$ cat src/rtl/sn_pkg.sv
package sn_pkg;
   // Encodings of the result element size code.
   typedef enum logic [1:0] {
      SZ_BYTE = 2'd0,
      SZ_HALF = 2'd1,
      SZ_WORD = 2'd2,
      SZ_BAD  = 2'd3
   } size_code_e;

   localparam int unsigned SIZE_CODE_W = 2;
endpackage

$ cat src/rtl/sn_lane_clamp.sv
// Narrows one element of width 2*W to width W with saturation.
module sn_lane_clamp #(
   parameter int unsigned W = 8
) (
   input  logic [2*W-1:0] wide,
   input  logic           src_signed,
   input  logic           dst_signed,
   output logic [W-1:0]   narrow,
   output logic           clipped
);
   localparam int unsigned SW = 2 * W;
   localparam logic [W-1:0] SMAX = {1'b0, {(W-1){1'b1}}};
   localparam logic [W-1:0] SMIN = {1'b1, {(W-1){1'b0}}};
   localparam logic [W-1:0] UMAX = {W{1'b1}};

   logic neg;
   logic hi_all_ones;
   logic hi_zero_s;
   logic hi_zero_u;

   always_comb begin
      neg         = wide[SW-1];
      hi_all_ones = &wide[SW-1:W-1];
      hi_zero_s   = ~|wide[SW-1:W-1];
      hi_zero_u   = ~|wide[SW-1:W];
      narrow      = wide[W-1:0];
      clipped     = 1'b0;
      unique case ({src_signed, dst_signed})
         2'b11: begin
            if (!(hi_all_ones || hi_zero_s)) begin
               narrow  = neg ? SMIN : SMAX;
               clipped = 1'b1;
            end
         end
         2'b10: begin
            if (neg) begin
               narrow  = '0;
               clipped = 1'b1;
            end else if (!hi_zero_u) begin
               narrow  = UMAX;
               clipped = 1'b1;
            end
         end
         2'b01: begin
            if (!hi_zero_s) begin
               narrow  = SMAX;
               clipped = 1'b1;
            end
         end
         default: begin
            if (!hi_zero_u) begin
               narrow  = UMAX;
               clipped = 1'b1;
            end
         end
      endcase
   end
endmodule

$ cat src/rtl/sn_size_path.sv
// All lanes for one result width: packs HALF_W/DW narrowed lanes.
module sn_size_path #(
   parameter int unsigned HALF_W = 64,
   parameter int unsigned DW     = 8
) (
   input  logic [2*HALF_W-1:0] wide_src,
   input  logic                src_signed,
   input  logic                dst_signed,
   output logic [HALF_W-1:0]   packed_out,
   output logic [HALF_W-1:0]   lane0_out,
   output logic                clip_any,
   output logic                clip_lane0
);
   localparam int unsigned LANES = HALF_W / DW;

   if (LANES < 1 || (LANES * DW) != HALF_W) begin : g_bad_geom
      $error("sn_size_path: DW must divide HALF_W");
   end

   logic [LANES-1:0] clip;

   for (genvar l = 0; l < LANES; l++) begin : g_lane
      sn_lane_clamp #(.W(DW)) u_lane (
         .wide       (wide_src[l*2*DW +: 2*DW]),
         .src_signed (src_signed),
         .dst_signed (dst_signed),
         .narrow     (packed_out[l*DW +: DW]),
         .clipped    (clip[l])
      );
   end

   always_comb begin
      lane0_out          = '0;
      lane0_out[DW-1:0]  = packed_out[DW-1:0];
      clip_any           = |clip;
      clip_lane0         = clip[0];
   end
endmodule

$ cat src/rtl/sn_merge.sv
// Places the narrowed half into the destination according to the form.
module sn_merge #(
   parameter int unsigned HALF_W = 64
) (
   input  logic [HALF_W-1:0]   half_vec,
   input  logic [HALF_W-1:0]   lane0_vec,
   input  logic                clip_any,
   input  logic                clip_lane0,
   input  logic                scalar_mode,
   input  logic                upper_half,
   input  logic [HALF_W-1:0]   cur_low,
   output logic [2*HALF_W-1:0] result,
   output logic                clipped
);
   always_comb begin
      if (scalar_mode) begin
         result  = {{HALF_W{1'b0}}, lane0_vec};
         clipped = clip_lane0;
      end else if (upper_half) begin
         result  = {half_vec, cur_low};
         clipped = clip_any;
      end else begin
         result  = {{HALF_W{1'b0}}, half_vec};
         clipped = clip_any;
      end
   end
endmodule

$ cat src/rtl/sat_narrow_unit.sv
module sat_narrow_unit
   import sn_pkg::*;
#(
   parameter int unsigned BASE_W    = 8,
   parameter int unsigned NUM_SIZES = 3,
   parameter int unsigned HALF_W    = 64,
   parameter int unsigned STAT_W    = 32,
   parameter int unsigned SAT_BIT   = 27
) (
   input  logic                clk,
   input  logic                rst_n,
   input  logic                op_valid,
   input  logic [2*HALF_W-1:0] src_vec,
   input  logic [2*HALF_W-1:0] dst_cur,
   input  logic [1:0]          size_code,
   input  logic                src_signed,
   input  logic                dst_signed,
   input  logic                scalar_mode,
   input  logic                upper_half,
   output logic [2*HALF_W-1:0] dst_out,
   output logic [STAT_W-1:0]   status_word,
   output logic                size_err
);
   localparam int unsigned VEC_W    = 2 * HALF_W;
   localparam int unsigned WIDEST_W = BASE_W << (NUM_SIZES - 1);

   if (NUM_SIZES < 1 || NUM_SIZES > (1 << SIZE_CODE_W)) begin : g_bad_sizes
      $error("sat_narrow_unit: NUM_SIZES out of range");
   end
   if ((HALF_W % WIDEST_W) != 0) begin : g_bad_half
      $error("sat_narrow_unit: HALF_W must be a multiple of the widest lane");
   end
   if (SAT_BIT >= STAT_W) begin : g_bad_stat
      $error("sat_narrow_unit: SAT_BIT outside the status word");
   end

   logic [HALF_W-1:0] path_vec [NUM_SIZES];
   logic [HALF_W-1:0] path_l0  [NUM_SIZES];
   logic [NUM_SIZES-1:0] path_clip_any;
   logic [NUM_SIZES-1:0] path_clip0;

   for (genvar s = 0; s < NUM_SIZES; s++) begin : g_size
      sn_size_path #(.HALF_W(HALF_W), .DW(BASE_W << s)) u_path (
         .wide_src   (src_vec),
         .src_signed (src_signed),
         .dst_signed (dst_signed),
         .packed_out (path_vec[s]),
         .lane0_out  (path_l0[s]),
         .clip_any   (path_clip_any[s]),
         .clip_lane0 (path_clip0[s])
      );
   end

   logic              size_ok;
   logic [HALF_W-1:0] sel_vec;
   logic [HALF_W-1:0] sel_l0;
   logic              sel_any;
   logic              sel_c0;

   always_comb begin
      size_ok = 1'b0;
      sel_vec = '0;
      sel_l0  = '0;
      sel_any = 1'b0;
      sel_c0  = 1'b0;
      for (int s = 0; s < NUM_SIZES; s++) begin
         if (size_code == SIZE_CODE_W'(s)) begin
            size_ok = 1'b1;
            sel_vec = path_vec[s];
            sel_l0  = path_l0[s];
            sel_any = path_clip_any[s];
            sel_c0  = path_clip0[s];
         end
      end
   end

   logic [VEC_W-1:0] next_dst;
   logic             next_clip;

   sn_merge #(.HALF_W(HALF_W)) u_merge (
      .half_vec    (sel_vec),
      .lane0_vec   (sel_l0),
      .clip_any    (sel_any),
      .clip_lane0  (sel_c0),
      .scalar_mode (scalar_mode),
      .upper_half  (upper_half),
      .cur_low     (dst_cur[HALF_W-1:0]),
      .result      (next_dst),
      .clipped     (next_clip)
   );

   logic [VEC_W-1:0] dst_q;
   logic             sat_q;
   logic             err_q;

   always_ff @(posedge clk or negedge rst_n) begin
      if (!rst_n) begin
         dst_q <= '0;
         sat_q <= 1'b0;
         err_q <= 1'b0;
      end else begin
         err_q <= op_valid && !size_ok;
         if (op_valid && size_ok) begin
            dst_q <= next_dst;
            if (next_clip) begin
               sat_q <= 1'b1;
            end
         end
      end
   end

   always_comb begin
      status_word          = '0;
      status_word[SAT_BIT] = sat_q;
   end

   assign dst_out  = dst_q;
   assign size_err = err_q;
endmodule

$ cat config.mk
export PLATFORM = sky130hd
export DESIGN_NAME = sat_narrow_unit
export DESIGN_NICKNAME = d
export VERILOG_FILES = /design/src/rtl/sn_pkg.sv /design/src/rtl/sn_lane_clamp.sv /design/src/rtl/sn_size_path.sv /design/src/rtl/sn_merge.sv /design/src/rtl/sat_narrow_unit.sv
export SDC_FILE = /design/constraint.sdc
export NUM_CORES = 1
export LEC_CHECK = 0
export BUFFER_PORTS_ARGS = -buffer_cell sky130_fd_sc_hd__buf_2
export CORE_ASPECT_RATIO = 2
export CORE_MARGIN = 1
export CORE_UTILIZATION = 30
export DETAILED_ROUTE_END_ITERATION = 16
export PLACE_DENSITY_LB_ADDON = 0.08
export SYNTH_ARGS = -nofsm -noshare
export SYNTH_HDL_FRONTEND = slang
export SYNTH_SLANG_ARGS = --single-unit
$ cat constraint.sdc
create_clock -name clk -period 1.4 [get_ports clk]
set_input_delay 0.21 -clock clk [delete_from_list [all_inputs] [get_ports clk]]
set_output_delay 0.21 -clock clk [all_outputs]
set_load 0.03 [all_outputs]
# --- After elaboration in Yosys (flattened, before gate mapping) ---
# Cells that the tools add are included.
classes:
  reduce_logical: 78
  n_eq_ne: 5
  muxes: 172
op_table:
  columns: ["operator", "n"]
  rows:
  - ["$mux 8", 41]
  - ["$mux 16", 20]
  - ["$mux 32", 10]
  - ["$mux 64", 5]
  - ["$mux 128", 2]
  - ["$pmux 16 s3", 4]
  - ["$pmux 32 s3", 2]
  - ["$pmux 8 s3", 8]
  - ["$reduce_and 9->1", 8]
  - ["$reduce_or 8->1", 9]
  - ["$reduce_or 9->1", 8]
  - ["$reduce_and 17->1", 4]
  - ["$reduce_or 17->1", 4]
  - ["$mux 1", 66]
  - ["$reduce_and 33->1", 2]
  - ["$reduce_or 33->1", 2]
  - ["$reduce_or 16->1", 4]
  - ["$reduce_or 32->1", 2]
  - ["$pmux 1 s3", 14]
  - ["$logic_not 1->1", 15]
  - ["$logic_or 1x1->1", 14]
  - ["$eq 2x2->1 const B", 3]
  - ["$eq 2x1->1 const B", 2]
  - ["$reduce_or 4->1", 1]
  - ["4 further kinds", 5]
word_totals:
  word_cells: 258
  output_inout_bits: 161
  reg_bits: 130

# --- Longest topological paths before layout ---
logic_depth:
  word_depth: 11
  ltp_mapped: 10
  depth_no_buf: 7

# --- Hierarchy ---
# From an unflattened synthesis, not the netlist that was laid out.
unflattened:
  cells_unflattened: 1697
  hier_area_um2: 15817.7
by_module_without_submodules:
  columns: ["module", "n_inst", "cells_each", "area_per_inst_um2"]
  rows:
  - ["sat_narrow_unit", 1, 613, 7816.2]
  - ["sn_lane_clamp at g_size[1].u_path.g_lane[0].u_lane ...", 4, 56, 461.7]
  - ["sn_merge", 1, 286, 1844.3]
  - ["sn_lane_clamp at g_size[0].u_path.g_lane[0].u_lane ...", 8, 30, 229.0]
  - ["sn_lane_clamp at g_size[2].u_path.g_lane[0].u_lane ...", 2, 67, 498.0]
  - ["sn_size_path at g_size[0].u_path", 1, 68, 500.5]
  - ["sn_size_path at g_size[1].u_path", 1, 66, 491.7]
  - ["sn_size_path at g_size[2].u_path", 1, 66, 490.5]

# --- Least setup slack after synthesis ---
# Ideal clock, no wire load.
synth_path:
  path_kind: "input -> register"
  start: "input src_vec[56]"
  end: "register dst_q[20] (netlist: dst_out[20])"
  setup_time_ps: 126
  path_stages: 8
  slack_ps: -1275
  t_arrival_ps: 2549
  required_ps: 1274
  cell_sequence: "or4_4 or4_1 buf_2 o31ai_4 nand2b_1 a2111oi_2 o21ai_1 a221o_1"
synth_between:
  elab_chain_cells: 9
  word_cells_on_any_way: 25
  cone_classes: "mux (15); reduce/logical (10)"
synth_rtl:
  columns: ["item", "line", "text"]
  rows:
  - ["start, declared", "sat_narrow_unit.sv:13", "input logic [2*HALF_W-1:0] src_vec,"]
  - ["$reduce_or 17->1", "sn_lane_clamp.sv:24", "hi_zero_s = ~|wide[SW-1:W-1];"]
  - ["$logic_not 1->1", "sn_lane_clamp.sv:24", null]
  - ["$logic_or 1x1->1", "sn_lane_clamp.sv:30", "if (!(hi_all_ones || hi_zero_s)) begin"]
  - ["$mux 16", "sn_lane_clamp.sv:30", null]
  - ["$pmux 16 s3", "sn_lane_clamp.sv:28", "unique case ({src_signed, dst_signed})"]
  - ["$mux 64 (2 in a row)", "sat_narrow_unit.sv:67", "if (size_code == SIZE_CODE_W'(s)) begin"]
  - ["$mux 128", "sn_merge.sv:19", "end else if (upper_half) begin"]
  - ["$mux 128 (*)", "sn_merge.sv:16", "if (scalar_mode) begin"]
  - ["end signal, assigned", "sat_narrow_unit.sv:104", "dst_q <= next_dst;"]
  - ["end, declared", "sat_narrow_unit.sv:92", "logic [VEC_W-1:0] dst_q;"]
# Mark *: on every way between the ends. The rest lies on a longest branch, timed or not.
# A chain may end at the register's enable or synchronous reset.

# --- Worst setup path in the final report ---
layout_path:
  start: "input src_vec[49]"
  end: "register dst_q[20] (netlist: dst_out[20])"
# The elaborated chain is that of the path after synthesis.

==> impl_results.md <==
* Final core utilization at between 50 and 60%
* Die W at between 100 and 150 um
* Initial antenna violation count at 1
* Post-DR wirelength/cell at between 20 and 25 um
* Port bufs at 330
* Clock Latency Late Sink at about 450 ps
* Total power density per cell area at ~840 nW/um2
* Endpoints failing setup at 129
* Arr. time, crit path at between 2000 and 3000 ps
* Grt ovf at 0
* Post-synthesis sequential area ratio at between 30 and 40%
* Fin area at approximately 17,000 um2
* Reg-to-reg critical path endpoint: dst_out[20]
* Most frequent cell after synthesis: nand2_1
* Reg2Reg Launch Point: dst_out[20]
* Worst Hold Margin at around 23 ps
* Final WL at just under 60,000 um
* Gate Count Post-Synth at 1,260
* Area Overhead vs Synth at 80.4%
* Ys flop type: dfrtp_1
* Largest net degree at the start of global routing at 40
* Register area at 3250 um2
* Vert. Die Dim at around 250 um
* Area share of the largest cell type after synthesis at between 30% and 40%
* Placed cells at between 2,000 and 2,500
* Vias in the first global route at between 10,000 and 15,000
* Period Utilization, post-route at 173%
* Number of synthesized flops with an enable pin at 0
* GPL Wtd Cong at ~0.96
* Final hold vios at 0
* Unique masters post-synth at 66
* # fillers at roughly 3,000
* Final Power at 14.5 mW
* Hold path startpoint: dst_cur[41]
* Vias per cell at 5.56
* Hold path cells at 3
* Hpwl dp at roughly 47,000 um
* Max cap viols at 0
* H-tree Lvls at 4
* Largest area contributor in the netlist: dfrtp_1
* CTS Sinks at 130
* Failing checks: setup timing
* Row cnt at between 90 and 100
* Critical Path RT at 1740 ps
* Synth area leaders: dfrtp_1, o21ai_0, nand2_1
* Leakage at 8.04 nW
* GRT Util Overall at 35.4%
* Yosys Warn Count at 0
* Total CTS buffers at 17
* Max Slew Vio Count at 0
* Final min period at around 2400 ps
* DRT Pass-1 Iters at 5
* Vias at around 14,000
* Dpl cell area at roughly 15,000 um2
* CORE AREA at around 31,000 um2
* Peak supply drop at 0.000892 V
* Synth Register Bits at 130
* Endpoint, Worst Hold: dst_out[41]
* First-pass GRT wire length at between 80,000 and 90,000 um
* Netlist Area Pre-Place at approximately 9500 um2
* Slew margin rel. at 47.6%
* Worst-Margin Slew at around 800 ps
* First DRT Iteration DRCs at 650
* CTS max path bufs at 2
* Area occupied by multi-input gates at 7060 um2
* Post-synth ARST share at 100%
* Drt drc at 0
* Fmax at a little over 0.4 GHz
* Antenna Nets Post-Route at 0
* Cell Count, Final, Fillers Out at around 2,400
* Synthesized area per cell at 7.55 um2
* Commonest cells in the netlist: nand2_1, o21ai_0, dfrtp_1
* Final worst slack at -1020 ps
* Fraction of layout cells with a size suffix above 1 at a little over half
* Top Ports at 426
* Nets@finish at about 2,300
* CTS tree: built
* Initial Util at a little under a third
* Post-route setup TNS at -104,550 ps
* Pre-CTS setup slack at -1690 ps
* Final Skew at 0 ps
* Reg clk slew, reported paths at about 60 ps
* HP Class: in2reg
* Worst-path fanout max at 5
* R2R Setup Slk at between 500 and 600 ps
* Status: finished with violations
* Diodes inserted at 0
* Unrepaired setup endpoints after global routing: true
* Crit end category: flip-flop
* Critical Path Start Type: input port
* Setup CP Type: in2reg
* Root buf cell: clkbuf_16
* Die area at 32,500 um2
* Worst Reg-to-Reg Cells at 1
## metal layers
layer / wire [um] / vias up / share of wire [%] / track usage [%]
li1: - / 6227 / - / -
met1: 20000 / 6535 / 35 / 34.7
met2: 30400 / 561 / 53 / 64.5
met3: 2250 / 195 / 3.9 / 4.61
met4: 5090 / 0 / 8.8 / 31.0
met5: 0 / - / 0 / 0
## logic make-up (layout without fill, tap and decap cells)
logic type / after synthesis / in the layout / share of synthesized area [%]
AOI/OAI and AO/OA: 512 / 512 / 35.1
xor gates and xnor gates: 1 / 1 / 0.0921
buffers and inverters: 136 / 860 / 6.68
DFF: 130 / 130 / 34.2
muxes: 1 / 1 / 0.105
other: 1 / 31 / 0.0394
and+or+nand+nor: 479 / 479 / 23.8
## sequential cells by signal, summed over array words and instances (netlist names)
signal and cells:
sat_q 1, size_err 1, dst_out 128
## report_power, final
part | total, mW | switching, mW | internal (mW)
registers | 4.41 | 0.240 | 4.17
logic | 5.51 | 3.40 | 2.11
clock network | 4.54 | 2.14 | 2.39
## critical path, cell delays in order
cell and delay (ps):
buf_6 90, or4_4 510, or4_4 630, o31ai_4 220, nand2b_1 180, a2111oi_4 390
buf_4 180, o21ai_1 50, a221o_1 290
## worst max-delay path by stage
stage	start	end	slack, ps	cells after the start
after floorplan	src_vec[124]	dst_out[50]	-1200	8
after global placement	src_vec[124]	dst_out[118]	-1710	9
after detailed placement	src_vec[124]	dst_out[118]	-1690	9
after CTS	src_vec[49]	dst_out[20]	-1070	9
after global routing	src_vec[124]	dst_out[50]	-1040	8
final	src_vec[49]	dst_out[20]	-1020	9
## layout make-up
type	instances	share of cell area [%]
Tap cell	418	3.05
Clock buffer	18	2.56
Clock inverter	14	0.787
Multi-Input combinational cell	1024	41.1
Timing Repair Buffer	810	33.1
Inverter	18	0.394
Sequential cell	130	19.0
## placed cells by master (no fill, tap or decap), types with 18 or more instances in the layout
| master | n |
|---|---|
| a22o_1 | 22 |
| nand3_1 | 30 |
| buf_12 | 20 |
| buf_6 | 43 |
| dfrtp_1 | 129 |
| o21ai_1 | 34 |
| o21ai_2 | 23 |
| a31oi_1 | 18 |
| a21oi_2 | 35 |
| nor3_1 | 36 |
| conb_1 | 31 |
| buf_2 | 323 |
| o21ai_0 | 77 |
| o211ai_1 | 22 |
| nor2_1 | 77 |
| buf_4 | 423 |
| nor4_1 | 21 |
| nand2_1 | 163 |
| nand4_1 | 29 |
| a21oi_1 | 79 |
## repair_timing
action | CTS | global route
pin swaps | 79 | 78
hold buffers | 1 | 0
buffers inserted | 20 | 17
hold endpoints to repair | 34 | 0
setup endpoints to repair | 130 | 129
cloned | 2 | 0
gates resized for setup | 166 | 123
Power figures use the tool's default switching activity.
